[src/rtl/vpe_rc_pkg.sv]
package vpe_rc_pkg;
  typedef enum logic [2:0] {
    CMD_NONE = 3'd0,
    CMD_DIS  = 3'd1,
    CMD_EN   = 3'd2,
    CMD_WAIT = 3'd3,
    CMD_THW  = 3'd4,
    CMD_CFG  = 3'd5
  } cmd_e;
endpackage

[src/rtl/vpe_cmd_arb.sv]
module vpe_cmd_arb
  import vpe_rc_pkg::*;
(
  input  logic dis_all,
  input  logic en_all,
  input  logic wait_cmd,
  input  logic th_wr,
  input  logic cfg_wr,
  output cmd_e cmd
);
  // fixed priority, one winner per cycle
  always_comb begin
    if (dis_all)       cmd = CMD_DIS;
    else if (en_all)   cmd = CMD_EN;
    else if (wait_cmd) cmd = CMD_WAIT;
    else if (th_wr)    cmd = CMD_THW;
    else if (cfg_wr)   cmd = CMD_CFG;
    else               cmd = CMD_NONE;
  end
endmodule

[src/rtl/vpe_slice.sv]
module vpe_slice
  import vpe_rc_pkg::*;
#(
  parameter bit RESET_ON = 1'b0
) (
  input  logic clk,
  input  logic rst,
  input  logic glob_en,
  input  cmd_e cmd,
  input  logic is_issuer,
  input  logic is_th_tgt,
  input  logic is_cfg_tgt,
  input  logic th_bit,
  input  logic cfg_vpa,
  input  logic cfg_tca,
  input  logic irq,
  output logic halted_o,
  output logic has_work_o
);
  logic vpa_q, tca_q, thalt_q, halted_q, wake_q;
  logic active, wfi, work, active_if_run;

  assign active        = glob_en & vpa_q & tca_q & ~thalt_q;
  assign active_if_run = glob_en & vpa_q & tca_q;
  assign wfi           = halted_q & active;
  assign work          = (irq | wake_q) & active;

  always_ff @(posedge clk) begin
    if (rst) begin
      vpa_q    <= RESET_ON;
      tca_q    <= RESET_ON;
      thalt_q  <= 1'b0;
      halted_q <= ~RESET_ON;
      wake_q   <= 1'b0;
    end else begin
      if (halted_q && work) halted_q <= 1'b0;
      unique case (cmd)
        CMD_DIS: if (!is_issuer) begin
          halted_q <= 1'b1;
          wake_q   <= 1'b0;
        end
        CMD_EN: if (!is_issuer && !wfi) wake_q <= 1'b1;
        CMD_WAIT: if (is_issuer) begin
          halted_q <= 1'b1;
          wake_q   <= 1'b0;
        end
        CMD_THW: if (is_th_tgt) begin
          thalt_q <= th_bit;
          if (th_bit) begin
            halted_q <= 1'b1;
            wake_q   <= 1'b0;
          end else if (active_if_run && !halted_q) begin
            wake_q <= 1'b1;
          end
        end
        CMD_CFG: if (is_cfg_tgt) begin
          vpa_q <= cfg_vpa;
          tca_q <= cfg_tca;
        end
        default: ;
      endcase
    end
  end

  assign halted_o   = halted_q;
  assign has_work_o = work;
endmodule

[src/rtl/vpe_run_ctl.sv]
module vpe_run_ctl
  import vpe_rc_pkg::*;
#(
  parameter int N   = 4,
  parameter int DW  = 32,
  parameter int IDW = (N > 1) ? $clog2(N) : 1
) (
  input  logic           clk,
  input  logic           rst,
  input  logic           dis_all,
  input  logic           en_all,
  input  logic           wait_cmd,
  input  logic [IDW-1:0] cmd_vpe,
  input  logic           th_wr,
  input  logic [IDW-1:0] th_vpe,
  input  logic [DW-1:0]  th_data,
  input  logic           cfg_wr,
  input  logic [IDW-1:0] cfg_vpe,
  input  logic           cfg_vpa,
  input  logic           cfg_tca,
  input  logic [N-1:0]   irq,
  output logic [N-1:0]   run,
  output logic [N-1:0]   has_work,
  output logic           prev_vld,
  output logic [DW-1:0]  prev_ctrl
);
  cmd_e       cmd;
  logic       glob_en_q;
  logic [N-1:0] halted;

  vpe_cmd_arb u_arb (
    .dis_all (dis_all),
    .en_all  (en_all),
    .wait_cmd(wait_cmd),
    .th_wr   (th_wr),
    .cfg_wr  (cfg_wr),
    .cmd     (cmd)
  );

  always_ff @(posedge clk) begin
    if (rst) begin
      glob_en_q <= 1'b1;
      prev_vld  <= 1'b0;
      prev_ctrl <= '0;
    end else begin
      prev_vld <= (cmd == CMD_DIS) || (cmd == CMD_EN);
      if (cmd == CMD_DIS || cmd == CMD_EN)
        prev_ctrl <= {{(DW-1){1'b0}}, glob_en_q};
      if (cmd == CMD_DIS) glob_en_q <= 1'b0;
      else if (cmd == CMD_EN) glob_en_q <= 1'b1;
    end
  end

  for (genvar i = 0; i < N; i++) begin : g_vpe
    vpe_slice #(.RESET_ON(i == 0)) u_slice (
      .clk       (clk),
      .rst       (rst),
      .glob_en   (glob_en_q),
      .cmd       (cmd),
      .is_issuer (cmd_vpe == IDW'(i)),
      .is_th_tgt (th_vpe == IDW'(i)),
      .is_cfg_tgt(cfg_vpe == IDW'(i)),
      .th_bit    (th_data[0]),
      .cfg_vpa   (cfg_vpa),
      .cfg_tca   (cfg_tca),
      .irq       (irq[i]),
      .halted_o  (halted[i]),
      .has_work_o(has_work[i])
    );
  end

  assign run = ~halted;
endmodule

[config.mk]
export PLATFORM = sky130hd
export DESIGN_NAME = vpe_run_ctl
export DESIGN_NICKNAME = d
export VERILOG_FILES = /design/src/rtl/vpe_rc_pkg.sv /design/src/rtl/vpe_cmd_arb.sv /design/src/rtl/vpe_slice.sv /design/src/rtl/vpe_run_ctl.sv
export SDC_FILE = /design/constraint.sdc
export NUM_CORES = 1
export LEC_CHECK = 0
export BUFFER_PORTS_ARGS = -buffer_cell sky130_fd_sc_hd__buf_2
export CAP_MARGIN = 20
export CORE_MARGIN = 5
export CORE_UTILIZATION = 29
export CTS_BUF_LIST = sky130_fd_sc_hd__clkbuf_4 sky130_fd_sc_hd__clkbuf_8
export CTS_CLUSTER_DIAMETER = 120
export DETAILED_ROUTE_END_ITERATION = 7
export GPL_TIMING_DRIVEN = 0
export SYNTH_ARGS = -nofsm -noshare
export SYNTH_HDL_FRONTEND = slang
export SYNTH_HIERARCHICAL = 1
export SYNTH_SLANG_ARGS = --single-unit
[constraint.sdc]
create_clock -name clk -period 6.41 [get_ports clk]
set_input_delay 0 -clock clk [delete_from_list [all_inputs] [get_ports clk]]
set_output_delay 0 -clock clk [all_outputs]
set_load 0.005 [all_outputs]
==> flow_summary.json <==
{
  "status": "completed",
  "finish.utilization": 0.381,
  "max_slew.worst_pin.slew_ns": 0.963,
  "io_buffers": 29,
  "synthArstFlopShare": 0,
  "clk_latency_ns": 0.27,
  "preCtsSetupSlack_ns": 4.22,
  "fmax_mhz": 533,
  "cts_made_buffers": 3,
  "fin_skew_ns": 0.00495,
  "yosys.area.top_type_share": 0.272,
  "ios": 92,
  "critPathLaunchType": "input pin",
  "reg2reg_from": "glob_en_q",
  "rsz0062_at_grt": "no",
  "grt_pass1_wl_mm": 6.17,
  "setup_slack_ns": 4.53,
  "crit_required_ns": 6.60,
  "grt_overflow": 0,
  "drc": 0,
  "syn_to_final_growth_pct": 25.6,
  "htree_levels": 1,
  "dp.cells": 331,
  "tritoncts": "done",
  "diodes": 0,
  "initial_core_util": 0.303,
  "die_h_um": 86.3,
  "synth_common_cells": "buf_4, dfxtp_1, nor2_1",
  "synth_top_flop_cell": "dfxtp_1",
  "crit_arrival_ns": 2.06,
  "syn-cell-area_mm2": 0.00169,
  "final_area_mm2": 0.00212,
  "tns_ns": 0,
  "rr_endpoint": "g_vpe[0].u_slice/wake_q",
  "hold_ws_ns": 0.0202,
  "period_share": 0.293,
  "antenna_left": 0,
  "ctsResizeCount": 0,
  "drt_first_iter_violations": 48,
  "dpl_cell_area_mm2": 0.00208,
  "r2r_cells": 4,
  "wl_mm": 3.93,
  "maxCapViolations": 0,
  "final-max-slew-violation-count": 0,
  "ys_seq_area_frac": 0.272,
  "vdd_drop_max_mv": 0.0916,
  "cts_setup_buffers": 0,
  "fin_nets": 315,
  "die_x_um": 86.3,
  "drive_gt1_frac": 0.304,
  "hp-class": "input pin to flop",
  "r2r_slack_ns": 5.01,
  "core_mm2": 0.00557,
  "track_usage": 0.101,
  "yosys.area.top_type": "dfxtp_1",
  "cts_sinks": 23,
  "wl_per_cell_um": 11.7,
  "grt_pass1_vias": 1372,
  "finalSetupViolCount": 0,
  "via_per_inst": 4.48,
  "hold_viol": 0,
  "vias": 1500,
  "synth_most_common_cell": "buf_4",
  "leakagePower_nw": 1.03,
  "final_cells": 335,
  "worstSetupPathType": "input pin to flop",
  "cp-endpoint": "g_vpe[0].u_slice/wake_q",
  "relSlewSlack": 0.353,
  "routabilityCongestion": 0.774,
  "finalPower_mw": 0.333,
  "cp-startpoint": "en_all",
  "ys_top_cells_by_area": "dfxtp_1, buf_4, mux2i_1",
  "pwr_density_cell_mw_per_mm2": 157,
  "first_pass_iters": 4,
  "antenna_found_initial": 0,
  "dpl.hpwl_mm": 3.02,
  "clk_pin_slew_ns": 0.09,
  "ys_warn_count": 6,
  "crit_fanout": 13,
  "post-route-min-period_ns": 1.88,
  "cts_buffer_depth": 2,
  "cts-root-buf": "clkbuf_8",
  "ys_types": 32,
  "synth_edf_count": 0,
  "dieArea_mm2": 0.00746,
  "synth_area_per_cell_um2": 8.58,
  "ys_ff_latch": 23,
  "syn_inst": 197,
  "end_kind": "flop",
  "postCtsHoldBufs": 0,
  "grt_max_degree": 27,
  "row_count": 27
}
[critical path, cell delays in order]
cell	delay [ns]
buf_2	0.12
nor4_2	0.84
buf_4	0.30
inv_2	0.07
nor4b_4	0.31
a221oi_2	0.13
nor4b_2	0.27
[logic make-up after synthesis]
family | share of synthesized area
and+or+nand+nor | 0.305
buffers and inverters | 0.171
AOI/OAI and AO/OA | 0.164
DFF | 0.272
muxes | 0.0592
xor gates and xnor gates | 0.0259
other | 0.00222
[flip-flops by register name, summed over array words and instances, names as in the netlist]
register and count:
g_vpe.u_slice/halted_o 4, g_vpe.u_slice/thalt_q 4, g_vpe.u_slice/tca_q 4, prev_vld 1, glob_en_q 1, g_vpe.u_slice/wake_q 4
g_vpe.u_slice/vpa_q 4, prev_ctrl 1
[final cells by class]
| type | instances | area (um2) |
|---|---|---|
| timing repair buffer | 32 | 175 |
| multi-input combinational | 158 | 1060 |
| tap | 72 | 90.1 |
| fill | 590 | 3450 |
| buffer | 31 | 233 |
| clock buffer | 3 | 41.3 |
| sequential | 23 | 460 |
| clock inverter | 1 | 5.00 |
| inverter | 15 | 56.3 |
[layer usage]
metal	track usage	wire length [um]	vias to the layer above
li1	-	-	773
met1	0.137	1840	677
met2	0.161	1760	46
met3	0.0209	306	4
met4	0.0269	34	0
met5	0	0	-
[power breakdown]
group / switching [mW] / internal, mW
Sequential: 0.00525 / 0.149
Combinational: 0.0424 / 0.0424
Clock: 0.0506 / 0.0435
Total: 0.0982 / 0.235
[worst min-delay path by stage]
stage | cells after the start | slack (ns) | end | start
detailed placement | 3 | 0.29 | has_work[0] | irq[0]
finish | 3 | 0.02 | g_vpe[2].u_slice/halted_o | irq[2]
global route | 3 | 0.04 | g_vpe[3].u_slice/halted_o | irq[3]
global placement | 3 | 0.29 | has_work[0] | irq[0]
floorplan | 1 | 0.07 | g_vpe[0].u_slice/halted_o | rst
CTS | 3 | 0.01 | g_vpe[2].u_slice/halted_o | irq[2]
[cells in the final DEF (no fill, tap or decap), drive strengths merged, types with 4 or more instances in the layout]
| master | netlist | layout |
|---|---|---|
| xnor2 | 5 | 5 |
| nand4b | 5 | 5 |
| a221oi | 4 | 4 |
| nor3b | 7 | 7 |
| nor2b | 13 | 13 |
| inv | 15 | 15 |
| a21oi | 10 | 10 |
| dfxtp | 23 | 23 |
| nor4b | 5 | 5 |
| and4b | 4 | 4 |
| o21a | 4 | 4 |
| mux2i | 10 | 10 |
| conb | 1 | 31 |
| buf | 31 | 63 |
| o21ai | 10 | 10 |
| nor2 | 20 | 20 |
| o31ai | 4 | 4 |
| nand3 | 4 | 4 |
Note: power is estimated with default switching activity, not from simulation.
